**src/rtl/apg_pkg.sv**
```systemverilog
package apg_pkg;

  localparam int LANES = 64;

  // Parity value for one group of active-low lines: high when an even
  // number of the lines in [lo, hi] sit low.
  function automatic logic grp_par(input logic [LANES-1:0] lines,
                                   input int lo, input int hi);
    int lows;
    lows = 0;
    for (int i = 0; i < LANES; i++)
      if (i >= lo && i <= hi && !lines[i]) lows++;
    return (lows % 2) == 0;
  endfunction

endpackage

```
**src/rtl/apg_req.sv**
```systemverilog
module apg_req #(
  parameter int ADDR_HI   = 35,
  parameter int ADDR_LO   = 3,
  parameter int GRP_SPLIT = 24,
  parameter int MASK_BIT  = 20
) (
  input  logic                 clk,
  input  logic                 rst_n,
  input  logic                 go,
  input  logic                 mask_b,
  input  logic [ADDR_HI:ADDR_LO] addr_l,
  output logic                 strb_n,
  output logic [ADDR_HI:ADDR_LO] addr_n,
  output logic [1:0]           par_n
);
  import apg_pkg::*;

  logic [ADDR_HI:ADDR_LO] masked;
  logic [ADDR_HI:ADDR_LO] drive_n;
  logic [LANES-1:0]       spread;
  logic [1:0]             par_d;

  always_comb begin
    masked = addr_l;
    if (mask_b) masked[MASK_BIT] = 1'b0;
    drive_n = ~masked;
    spread = '1;
    spread[ADDR_HI:ADDR_LO] = drive_n;
    par_d[1] = grp_par(spread, GRP_SPLIT, ADDR_HI);
    par_d[0] = grp_par(spread, ADDR_LO, GRP_SPLIT - 1);
  end

  always_ff @(posedge clk or negedge rst_n) begin
    if (!rst_n) begin
      strb_n <= 1'b1;
      addr_n <= '1;
      par_n  <= 2'b11;
    end else if (go) begin
      strb_n <= 1'b0;
      addr_n <= drive_n;
      par_n  <= par_d;
    end else begin
      strb_n <= 1'b1;
      addr_n <= '1;
      par_n  <= 2'b11;
    end
  end
endmodule

```
**src/rtl/apg_obs.sv**
```systemverilog
module apg_obs #(
  parameter int ADDR_HI   = 35,
  parameter int ADDR_LO   = 3,
  parameter int GRP_SPLIT = 24
) (
  input  logic                 clk,
  input  logic                 rst_n,
  input  logic                 strb_n,
  input  logic [ADDR_HI:ADDR_LO] addr_n,
  input  logic [1:0]           par_n,
  output logic                 mism,
  output logic                 err_n
);
  import apg_pkg::*;

  logic [LANES-1:0] spread;
  logic [1:0]       want;
  logic             mm_q;
  logic             err_q;

  always_comb begin
    spread = '1;
    spread[ADDR_HI:ADDR_LO] = addr_n;
    want[1] = grp_par(spread, GRP_SPLIT, ADDR_HI);
    want[0] = grp_par(spread, ADDR_LO, GRP_SPLIT - 1);
    mism = !strb_n && (want != par_n);
  end

  always_ff @(posedge clk or negedge rst_n) begin
    if (!rst_n) begin
      mm_q  <= 1'b0;
      err_q <= 1'b0;
    end else begin
      mm_q  <= mism;
      err_q <= mm_q;
    end
  end

  assign err_n = ~err_q;
endmodule

```
**src/rtl/apg_abort.sv**
```systemverilog
module apg_abort (
  input  logic clk,
  input  logic rst_n,
  input  logic cfg_en,
  input  logic aerr_n_i,
  output logic en_q,
  output logic fresh_err,
  output logic abort
);
  logic prev_hi;

  // Loads continuously while reset is held; frozen once it releases.
  always_ff @(posedge clk) begin
    if (!rst_n) en_q <= cfg_en;
  end

  assign fresh_err = !aerr_n_i && prev_hi;

  always_ff @(posedge clk or negedge rst_n) begin
    if (!rst_n) begin
      prev_hi <= 1'b1;
      abort   <= 1'b0;
    end else begin
      prev_hi <= aerr_n_i;
      abort   <= en_q && fresh_err;
    end
  end
endmodule

```
**src/rtl/addr_parity_guard.sv**
```systemverilog
module addr_parity_guard #(
  parameter int ADDR_HI   = 35,
  parameter int ADDR_LO   = 3,
  parameter int GRP_SPLIT = 24,
  parameter int MASK_BIT  = 20
) (
  input  logic                   clk,
  input  logic                   rst_n,
  input  logic                   cfg_obs_en,
  input  logic                   rq_go,
  input  logic                   rq_mask20,
  input  logic [ADDR_HI:ADDR_LO] rq_addr,
  output logic                   bus_strb_n_o,
  output logic [ADDR_HI:ADDR_LO] bus_addr_n_o,
  output logic [1:0]             bus_par_n_o,
  input  logic                   obs_strb_n,
  input  logic [ADDR_HI:ADDR_LO] obs_addr_n,
  input  logic [1:0]             obs_par_n,
  output logic                   aerr_n_o,
  input  logic                   aerr_n_i,
  output logic                   abort_o
);
  logic strb_mism;
  logic obs_en;
  logic err_edge;

  apg_req #(.ADDR_HI(ADDR_HI), .ADDR_LO(ADDR_LO),
            .GRP_SPLIT(GRP_SPLIT), .MASK_BIT(MASK_BIT)) u_req (
    .clk(clk), .rst_n(rst_n), .go(rq_go), .mask_b(rq_mask20),
    .addr_l(rq_addr), .strb_n(bus_strb_n_o), .addr_n(bus_addr_n_o),
    .par_n(bus_par_n_o)
  );

  apg_obs #(.ADDR_HI(ADDR_HI), .ADDR_LO(ADDR_LO),
            .GRP_SPLIT(GRP_SPLIT)) u_obs (
    .clk(clk), .rst_n(rst_n), .strb_n(obs_strb_n), .addr_n(obs_addr_n),
    .par_n(obs_par_n), .mism(strb_mism), .err_n(aerr_n_o)
  );

  apg_abort u_abt (
    .clk(clk), .rst_n(rst_n), .cfg_en(cfg_obs_en), .aerr_n_i(aerr_n_i),
    .en_q(obs_en), .fresh_err(err_edge), .abort(abort_o)
  );
endmodule

```
**config.mk**
```make
export PLATFORM = sky130hd
export DESIGN_NAME = addr_parity_guard
export DESIGN_NICKNAME = d
export VERILOG_FILES = /design/src/rtl/apg_pkg.sv /design/src/rtl/apg_req.sv /design/src/rtl/apg_obs.sv /design/src/rtl/apg_abort.sv /design/src/rtl/addr_parity_guard.sv
export SDC_FILE = /design/constraint.sdc
export NUM_CORES = 1
export LEC_CHECK = 0
export BUFFER_PORTS_ARGS = -buffer_cell sky130_fd_sc_hd__buf_2
export CAP_MARGIN = 20
export CORE_MARGIN = 5
export CORE_UTILIZATION = 46
export CTS_CLUSTER_DIAMETER = 200
export DETAILED_ROUTE_END_ITERATION = 7
export PLACE_DENSITY = 0.89
export REMOVE_ABC_BUFFERS = 1
export SETUP_SLACK_MARGIN = 0.4
export SLEW_MARGIN = 20
export SYNTH_ARGS = -nofsm -noshare
export SYNTH_HDL_FRONTEND = slang
export SYNTH_SLANG_ARGS = --single-unit
```
**constraint.sdc**
```tcl
create_clock -name clk -period 2.1 [get_ports clk]
set_input_delay 0.105 -clock clk [delete_from_list [all_inputs] [get_ports clk]]
set_output_delay 0.105 -clock clk [all_outputs]
set_load 0.03 [all_outputs]
```
==> flow_summary.json, run 1 <==
{
  "achievable-frequency_ghz": 0.644,
  "power.density_nw_per_um2": 767,
  "detail_route.vias_per_cell": 4.60,
  "row_count": 22,
  "detailroute.via_count": 1628,
  "grt_pass1_vias": 1881,
  "antenna_found_initial": 0,
  "grt-ovfl-total": 0,
  "status": "finished, final reports clean",
  "tightestPinTransition_ps": 317,
  "drcViolationCount": 0,
  "cell_count_final_fillers_out": 354,
  "cts_clk_pin_slew_worst_paths_ps": 70,
  "floorplan.core_area_um2": 3740,
  "totalNegativeSetupSlack_ps": 0,
  "grt_pass1_wl_mm": 8.48,
  "syn_area_um2": 1820,
  "tritoncts.num_buffers": 5,
  "finalClockSkew_ps": 0.452,
  "multi_input_area_um2": 713,
  "drt_iter0_markers": 49,
  "post_synthesis_area_per_instance_um2": 12.0,
  "finalWorstPathRequiredPeriod_ps": 1550,
  "hp-class": "input port to register",
  "grt_start_max_net_pins": 27,
  "firstDrtPassIters": 4,
  "min_period_over_period_pct": 73.9,
  "critical_path.startpoint_type": "input port",
  "cts_tree": "done",
  "critical_path.slowest_cell": "sky130_fd_sc_hd__dlygate4sd3_1",
  "final-hold-violation-count": 0,
  "critical_path_peak_fanout": 2,
  "final_antenna_net_count": 0,
  "ctsResizeCount": 0,
  "max-vdd-ir-drop_uv": 458,
  "cp_num_buf_inv": 2,
  "critPathKind": "input port to register",
  "netlist_instances": 151,
  "path_common_cell": "sky130_fd_sc_hd__xnor2_1",
  "hold_fix_buffer_count_after_cts": 36,
  "critical_path.endpoint_type": "register",
  "ys_types": 12,
  "die-area_um2": 5310,
  "groute.usage.overall_pct": 21.3,
  "arrival_ps": 1760,
  "syn_to_final_growth_pct": 60.5,
  "synth-seq-area-share_pct": 59.3,
  "fraction_of_layout_cells_with_a_size_suffix_above_1_pct": 52.1,
  "fillers": 223,
  "floorplan.die.width_um": 72.8,
  "ys_seq_elements": 41,
  "timing.critical_path.slowest_cell_delay_ps": 540,
  "rsz0062_at_grt": "false",
  "max-slew-margin-rel_pct": 78.9,
  "power_leakage_nw": 1.31,
  "critPathTopFamily": "XOR/XNOR gates",
  "ys_warn_count": 0,
  "nets": 379,
  "clock-sinks": 41,
  "buffer_ports.inserted": 112,
  "dpl.cell_count": 309,
  "clk_latency_ps": 280,
  "setup_viol": 0,
  "seq_area_um2": 1080,
  "finalMaxSlewViolations": 0,
  "design.portCount": 113,
  "detail_routed_net_length_per_standard_cell_um": 15.0,
  "cts-root-buf": "sky130_fd_sc_hd__clkbuf_8",
  "clock_tree.htree_level_count": 2,
  "routabilityCongestion": 0.733,
  "post-cts-setup-buffer-count": 0,
  "detail_route.wirelength_mm": 5.33,
  "floorplan.die.height_um": 72.8,
  "floorplan.initialDensity_pct": 48.5,
  "clk_path_buf_depth": 2,
  "cp_data_required_time_ps": 2310,
  "max_cap_violations": 0,
  "cp_cell_sequence": "dlygate4sd3_1 -> buf_2 -> xnor2_1 -> xnor2_1 -> xnor2_1 -> xnor2_1 -> xnor2_1 -> nand2_1",
  "design_power_total_w": 0.00224,
  "place_hpwl_mm": 3.34
}
-- flip-flops by register name, summed over array words and instances, names as in the netlist --
register       flops
u_req.addr_n      33
u_req.par_n        2
u_abt.abort        1
u_abt.en_q         1
u_abt.prev_hi      1
u_obs.err_q        1
u_obs.mm_q         1
u_req.strb_n       1
-- worst paths after layout --
| check | cells past startpoint | slack [ps] | from | endpoint |
|---|---|---|---|---|
| max | 8 | 550 | rq_addr[15] | u_req.par_n[0] |
| min | 2 | 150 | rq_go | u_req.addr_n[28] |
| max reg2reg | 2 | 1370 | u_abt.prev_hi | u_abt.abort |
| min reg2reg | 0 | 350 | u_obs.mm_q | u_obs.err_q |
| max in group asynchronous | 3 | 1180 | rst_n | u_req.addr_n[9] |
| min in group asynchronous | 2 | 250 | rst_n | u_obs.mm_q |
-- layout by cell type (no fill, tap or decap), drive strengths merged --
master / count
buf: 114
xnor2: 58
dfstp: 37
dlygate4sd3: 36
nand2: 35
clkbuf: 7
xor2: 6
inv: 3
dfrtp: 3
diode: 1
nand2b: 1
nor2: 1
a21oi: 1
or2: 1
bufinv: 1
edfxtp: 1
-- logic make-up after synthesis --
kind of cell | synth area share (%)
AO/OA/AOI/OAI | 0.275
XOR/XNOR | 30.9
buffers and inverters | 1.45
flip-flops | 59.3
AND/OR/NAND/NOR | 8.13
-- cell usage after synthesis --
| library cell | number | share of area, % |
|---|---|---|
| sky130_fd_sc_hd__xnor2_1 | 58 | 28 |
| sky130_fd_sc_hd__dfstp_2 | 37 | 54 |
| sky130_fd_sc_hd__nand2_1 | 35 | 7.2 |
| sky130_fd_sc_hd__xor2_1 | 6 | 2.9 |
| sky130_fd_sc_hd__clkbuf_1 | 4 | 0.83 |
| sky130_fd_sc_hd__dfrtp_1 | 3 | 4.1 |
| sky130_fd_sc_hd__inv_1 | 3 | 0.62 |
| sky130_fd_sc_hd__a21oi_1 | 1 | 0.28 |
| sky130_fd_sc_hd__edfxtp_1 | 1 | 1.7 |
| sky130_fd_sc_hd__nand2b_1 | 1 | 0.34 |
| sky130_fd_sc_hd__nor2_1 | 1 | 0.21 |
| sky130_fd_sc_hd__or2_2 | 1 | 0.34 |
-- area by class of cell --
cell class	count	share of cell area, %
clock buffer	7	2.96
multi-input combinational	103	24.5
clock inverter	1	1.03
antenna	1	0.0858
tap	48	2.06
sequential	41	36.9
timing repair buffer	150	32.1
inverter	3	0.386
-- per-layer routing --
layer	wire length [um]	GRT usage, %
met1	1780	20.0
met5	0	0
met2	2860	42.3
met4	185	9.84
met3	507	5.23
-- power by group --
group | switching (W) | internal, W | total, W
clock network | 0.000250 | 0.000387 | 0.000637
registers | 0.0000195 | 0.000897 | 0.000917
logic | 0.000359 | 0.000324 | 0.000683
-- through the flow --
step / setup slack, ps / area [um^2] / utilization [%] / hold WS, ps
after floorplan: 1060 / 1800 / - / -191
after global placement: 864 / 2440 / 65.1 / 17.4
after detailed placement: 840 / 2440 / 65.1 / 20.8
after CTS: 591 / 2910 / 77.8 / 142
after global routing: 527 / 2910 / 77.8 / 159
final: 548 / 2920 / 77.9 / 149
Note: power is estimated with default switching activity, not from simulation.
==> inputs of run 2 (changes only) <==
--- a/config.mk
+++ b/config.mk
@@ -8,10 +8,10 @@
 export BUFFER_PORTS_ARGS = -buffer_cell sky130_fd_sc_hd__buf_2
 export CAP_MARGIN = 20
 export CORE_MARGIN = 5
-export CORE_UTILIZATION = 46
+export CORE_UTILIZATION = 38
 export CTS_CLUSTER_DIAMETER = 200
 export DETAILED_ROUTE_END_ITERATION = 7
-export PLACE_DENSITY = 0.89
+export PLACE_DENSITY = 0.79
 export REMOVE_ABC_BUFFERS = 1
 export SETUP_SLACK_MARGIN = 0.4
 export SLEW_MARGIN = 20
==> constraint.sdc (replaced) <==
create_clock -name clk -period 1.4 [get_ports clk]
set_input_delay 0.07 -clock clk [delete_from_list [all_inputs] [get_ports clk]]
set_output_delay 0.07 -clock clk [all_outputs]
set_load 0.03 [all_outputs]
==> run 2 against run 1 <==
Core utilization decreased by 11 points; via count increased by 2.7%; combinational power increased by 68%; sequential power increased by 53%; sequential cell count unchanged; design area increased by 8.4%; register-to-register slack got worse by 720 ps; highest routed layer unchanged.
==> flow_summary.json, run 2 (same netlist as run 1, synthesis figures left out) <==
{
  "status": "finished, final reports clean",
  "grt_pass1_wl_mm": 8.51,
  "critical_path.startpoint_type": "register",
  "layout.cells.most_common": "sky130_fd_sc_hd__buf_2",
  "finalWorstPathRequiredPeriod_ps": 1040,
  "achievable-frequency_ghz": 0.962,
  "hp-class": "input port to register",
  "max_cap_violations": 0,
  "rsz0062_at_grt": "true",
  "largest_register_ff_count": 33,
  "final_antenna_net_count": 0,
  "clk_path_buf_depth": 2,
  "power_leakage_nw": 1.42,
  "nets": 380,
  "fraction_of_layout_cells_with_a_size_suffix_above_1_pct": 52.9,
  "syn_to_final_growth_pct": 74.0,
  "cp_cell_sequence": "buf_6",
  "grt-ovfl-total": 0,
  "tightestPinTransition_ps": 251,
  "layout_setup_ws_ps": 360,
  "cp_num_buf_inv": 1,
  "cts_tree": "done",
  "detail_route.wirelength_mm": 5.43,
  "arrival_ps": 970,
  "floorplan.die.height_um": 79.1,
  "reg_top3": "u_req.addr_n x33, u_req.par_n x2",
  "floorplan.die.width_um": 79.1,
  "final-hold-violation-count": 0,
  "floorplan.initialDensity_pct": 38.7,
  "antenna_found_initial": 0,
  "groute.usage.overall_pct": 17.4,
  "row_count": 25,
  "die-area_um2": 6260,
  "drcViolationCount": 0,
  "critPathTopFamily": "flip-flops",
  "largest_register": "u_req.addr_n",
  "firstDrtPassIters": 4,
  "grt_start_max_net_pins": 35,
  "place_hpwl_mm": 3.13,
  "critical_path.endpoint_type": "output pin",
  "critical_path_peak_fanout": 1,
  "finalClockSkew_ps": 8.28,
  "critical_path.slowest_cell": "sky130_fd_sc_hd__dfstp_2",
  "pre_cts_ws_ps": 179,
  "max-vdd-ir-drop_uv": 558,
  "clock-sinks": 41,
  "timing.critical_path.slowest_cell_delay_ps": 560,
  "setup_viol": 0,
  "cts_clk_pin_slew_worst_paths_ps": 80,
  "critPathKind": "register to output pin",
  "cts-root-buf": "sky130_fd_sc_hd__clkbuf_8",
  "max-slew-margin-rel_pct": 83.3,
  "drt_iter0_markers": 57,
  "detail_routed_net_length_per_standard_cell_um": 15.1,
  "layout_common_cells": "sky130_fd_sc_hd__buf_2, sky130_fd_sc_hd__xnor2_1, sky130_fd_sc_hd__buf_6",
  "totalNegativeSetupSlack_ps": 0,
  "design.portCount": 113,
  "tritoncts.num_buffers": 5,
  "min_period_over_period_pct": 74.3,
  "floorplan.core_area_um2": 4690,
  "clk_latency_ps": 290,
  "clock_tree.htree_level_count": 2,
  "grt_pass1_vias": 1771,
  "routabilityCongestion": 0.699,
  "finalMaxSlewViolations": 0,
  "detailroute.via_count": 1672,
  "power.density_nw_per_um2": 1040,
  "cp_data_required_time_ps": 1330,
  "detail_route.vias_per_cell": 4.64,
  "num_antenna_cells": 0,
  "buffer_ports.inserted": 112
}
## run 2: changes by cell type in the layout (fill, tap and decap cells not counted), sizes merged
cell / delta
dlygate4sd3: +1
bufinv: -1
buf: -1
diode: -1
clkinvlp: +1
clkbuf: -1
clkinv: +2
## run 2: per-stage QoR
stage,hold WS (ps),total power (W),instances,util [%],instance area (um^2)
after floorplan,-226,0.00203,147,-,1800
after global placement,191,0.00232,315,52.1,2440
after CTS,131,0.00326,360,66.6,3130
after global routing,171,0.00343,360,67.4,3160
after detailed placement,187,0.00233,315,52.1,2440
final,143,0.00328,360,67.4,3160
## run 2: area by class of cell
class | count | area (um^2)
fill | 295 | 1530
timing repair buffer | 151 | 1190
sequential | 41 | 1080
multi-input combinational | 103 | 728
clock buffer | 5 | 68.8
tap | 54 | 67.6
clock inverter | 3 | 17.5
inverter | 3 | 11.3
## run 2: worst reg2reg max path: stages, from the launching register on
cell and delay (ps):
sky130_fd_sc_hd__dfstp_2 520, sky130_fd_sc_hd__nand2_1 50, sky130_fd_sc_hd__nor2_1 110
## run 2: final timing paths
check	from	end	slack [ps]	cells past startpoint
min reg2reg	u_obs.mm_q	u_obs.err_q	380	0
max reg2reg	u_abt.prev_hi	u_abt.abort	650	2
min in group asynchronous	rst_n	u_req.par_n[1]	420	2
min	rq_addr[20]	u_req.addr_n[20]	140	3
max in group asynchronous	rst_n	u_abt.prev_hi	650	3
max	u_req.addr_n[4]	bus_addr_n_o[4]	360	1
## run 2: layer usage
layer / wire length, um / global-route usage (%)
met1: 1990 / 19.8
met2: 2860 / 32.1
met3: 523 / 4.99
met4: 62 / 3.78
met5: 0 / 0
## run 2: where the power goes
part / leakage (nW) / switching (W) / internal [W]
clock: 0.0439 / 0.000396 / 0.000344
sequential: 0.438 / 0.0000482 / 0.00135
combinational: 0.940 / 0.000557 / 0.000590
total: 1.42 / 0.00100 / 0.00228
## run 2: repair_timing
| item | 4_1_cts | 5_1_grt |
|---|---|---|
| hold endpoints to repair | 49 | 0 |
| hold buffers | 37 | 0 |
| resized for setup | 72 | 8 |
| setup endpoints to repair | 36 | 68 |
| pin swaps | 0 | 5 |
| buffers inserted | 0 | 0 |
==> inputs of run 3 (changes only) <==
--- a/config.mk
+++ b/config.mk
@@ -8,10 +8,10 @@
 export BUFFER_PORTS_ARGS = -buffer_cell sky130_fd_sc_hd__buf_2
 export CAP_MARGIN = 20
 export CORE_MARGIN = 5
-export CORE_UTILIZATION = 38
+export CORE_UTILIZATION = 42
 export CTS_CLUSTER_DIAMETER = 200
 export DETAILED_ROUTE_END_ITERATION = 7
-export PLACE_DENSITY = 0.79
+export PLACE_DENSITY = 0.83
 export REMOVE_ABC_BUFFERS = 1
 export SETUP_SLACK_MARGIN = 0.4
 export SLEW_MARGIN = 20
==> constraint.sdc (replaced) <==
create_clock -name clk -period 1 [get_ports clk]
set_input_delay 0.05 -clock clk [delete_from_list [all_inputs] [get_ports clk]]
set_output_delay 0.05 -clock clk [all_outputs]
set_load 0.03 [all_outputs]
==> run 3 against run 2 <==
The run now ends with hold timing, setup timing left; hold slack worse by 300 ps; critical path depth did not move; cell count shrank 0.83%; clock power grew 89%; non-clock buffer count decreased by 1; sequential power rose by 39%; design area up 11%; critical path type unchanged; critical endpoint is now bus_addr_n_o[9].
==> flow_summary.json, run 3 (same netlist as run 1, synthesis figures left out) <==
{
  "routabilityCongestion": 0.689,
  "tritoncts.num_buffers": 5,
  "drt-met1-wl_mm": 1.73,
  "max-vdd-ir-drop_uv": 921,
  "largest_register_ff_count": 33,
  "hold_fix_buffer_count_after_cts": 32,
  "rsz0062_at_grt": "true",
  "clk_path_buf_depth": 2,
  "largest_register": "u_req.addr_n",
  "cp_data_required_time_ps": 950,
  "clk_latency_ps": 290,
  "switching_part_of_the_total_pct": 28.6,
  "achievable-frequency_ghz": 0.979,
  "critical_path.slowest_cell": "sky130_fd_sc_hd__dfstp_2",
  "finalClockSkew_ps": 2.17,
  "row_count": 24,
  "layout_common_cells": "sky130_fd_sc_hd__buf_6, sky130_fd_sc_hd__buf_2, sky130_fd_sc_hd__xnor2_1",
  "max-slew-margin-rel_pct": 67.4,
  "cts_tree": "done",
  "power.density_nw_per_um2": 1460,
  "firstDrtPassIters": 4,
  "finalMaxSlewViolations": 0,
  "critical_path_peak_fanout": 1,
  "post_dp_cell_area_um2": 2470,
  "timing.critical_path.slowest_cell_delay_ps": 550,
  "cp_cell_sequence": "buf_6",
  "top_layer": "met4",
  "syn_to_final_growth_pct": 93.9,
  "grt_pass1_vias": 1710,
  "finalWorstPathRequiredPeriod_ps": 1020,
  "floorplan.initialDensity_pct": 42.6,
  "grt_pass1_wl_mm": 8.22,
  "reg_top3": "u_req.addr_n x33, u_req.par_n x2",
  "place_hpwl_mm": 3.08,
  "max_cap_violations": 0,
  "layout.cells.most_common": "sky130_fd_sc_hd__buf_6",
  "power_leakage_nw": 1.59,
  "min_period_over_period_pct": 102,
  "status": "complete, but fails checks",
  "dr_wl_met3_um": 511,
  "post-cts-setup-buffer-count": 0,
  "cp_num_buf_inv": 1,
  "multi_input_area_um2": 917,
  "pre_cts_ws_ps": -171,
  "setup_viol": 20,
  "buffer_ports.inserted": 112,
  "critPathTopFamily": "flip-flops",
  "die-area_um2": 5740,
  "antenna_found_initial": 0,
  "seq_area_um2": 1080,
  "clkPwrFrac_pct": 27.3,
  "clock_tree.htree_level_count": 2,
  "final-hold-violation-count": 6,
  "met2_length_mm": 3.18,
  "critical_path.endpoint_type": "output pin",
  "whs_ps": -156,
  "cts_clk_pin_slew_worst_paths_ps": 80,
  "stdcell_area_um2": 3520,
  "fillers": 194,
  "critPathKind": "register to output pin",
  "critical_path.startpoint_type": "register",
  "combPwrFrac_pct": 34.6,
  "arrival_ps": 970,
  "power_frac_seq_pct": 38.1,
  "drt_iter0_markers": 27,
  "num_antenna_cells": 0,
  "final_antenna_net_count": 0,
  "floorplan.die.height_um": 75.8,
  "groute.usage.overall_pct": 19.8,
  "design.portCount": 113,
  "clock-sinks": 41,
  "cts-root-buf": "sky130_fd_sc_hd__clkbuf_8",
  "detail_routed_net_length_per_standard_cell_um": 15.4,
  "fraction_of_layout_cells_with_a_size_suffix_above_1_pct": 61.6,
  "total_switching_power_w": 0.00147,
  "layout_setup_ws_ps": -21.7,
  "floorplan.die.width_um": 75.8,
  "nets": 379,
  "tightestPinTransition_ps": 489,
  "detail_route.wirelength_mm": 5.50,
  "floorplan.core_area_um2": 4260,
  "detailroute.via_count": 1604,
  "design_power_total_w": 0.00513,
  "hp-class": "input port to asynchronous set/reset pin",
  "grt_start_max_net_pins": 41,
  "detail_route.vias_per_cell": 4.49,
  "internal-power_w": 0.00366,
  "drcViolationCount": 0,
  "violations": "hold timing, setup timing",
  "grt-ovfl-total": 0
}
run 3: path summary, 6_finish.rpt:
check	startpoint	endpoint	slack [ps]	depth (start not counted)
min in group clk	cfg_obs_en	u_abt.en_q	-70	1
worst min register to register	u_obs.mm_q	u_obs.err_q	350	0
worst max-delay path	u_req.addr_n[9]	bus_addr_n_o[9]	-20	1
worst max register to register	u_abt.prev_hi	u_abt.abort	270	2
max in group asynchronous	rst_n	u_req.addr_n[23]	800	2
worst min-delay path	rst_n	u_abt.abort	-160	2
run 3: power groups by stage:
stage / combinational (W) / clock (W) / sequential [W]
6_report: 0.00177 / 0.00140 / 0.00195
5_1_grt: 0.00188 / 0.00152 / 0.00197
4_1_cts: 0.00170 / 0.00142 / 0.00194
3_5_place_dp: 0.00133 / 0 / 0.00194
3_3_place_gp: 0.00131 / 0 / 0.00194
2_1_floorplan: 0.000674 / 0 / 0.00217
run 3: metrics by stage:
step                util [%]  hold WS (ps)  std cells  TNS, ps
CTS                     80.5          -171        357     -198
global route            82.6          -129        357    -1240
detailed placement      58.0           147        317     -316
finish                  82.6          -156        357     -139
floorplan                  -          -246        147        0
global placement        58.0           137        317     -261
run 3: layout make-up:
cell class                 count  area share (%)
inverter                       3           0.320
clock inverter                 2            1.07
sequential                    41            30.6
clock buffer                   6            2.34
timing repair buffer         150            37.8
multi-input combinational    103            26.0
tap                           52            1.85
run 3: routing by layer:
layer / GRT usage [%] / vias up
met3: 6.20 / 6
met1: 19.3 / 751
li1: - / 755
met4: 6.41 / 0
met5: 0 / -
met2: 38.8 / 92
run 3: what timing repair did:
action / CTS / global route
pin swaps: 34 / 20
endpoints found under the setup margin: 42 / 42
hold endpoints to repair: 39 / 6
gates resized for setup: 120 / 15
gates cloned: 0 / 0
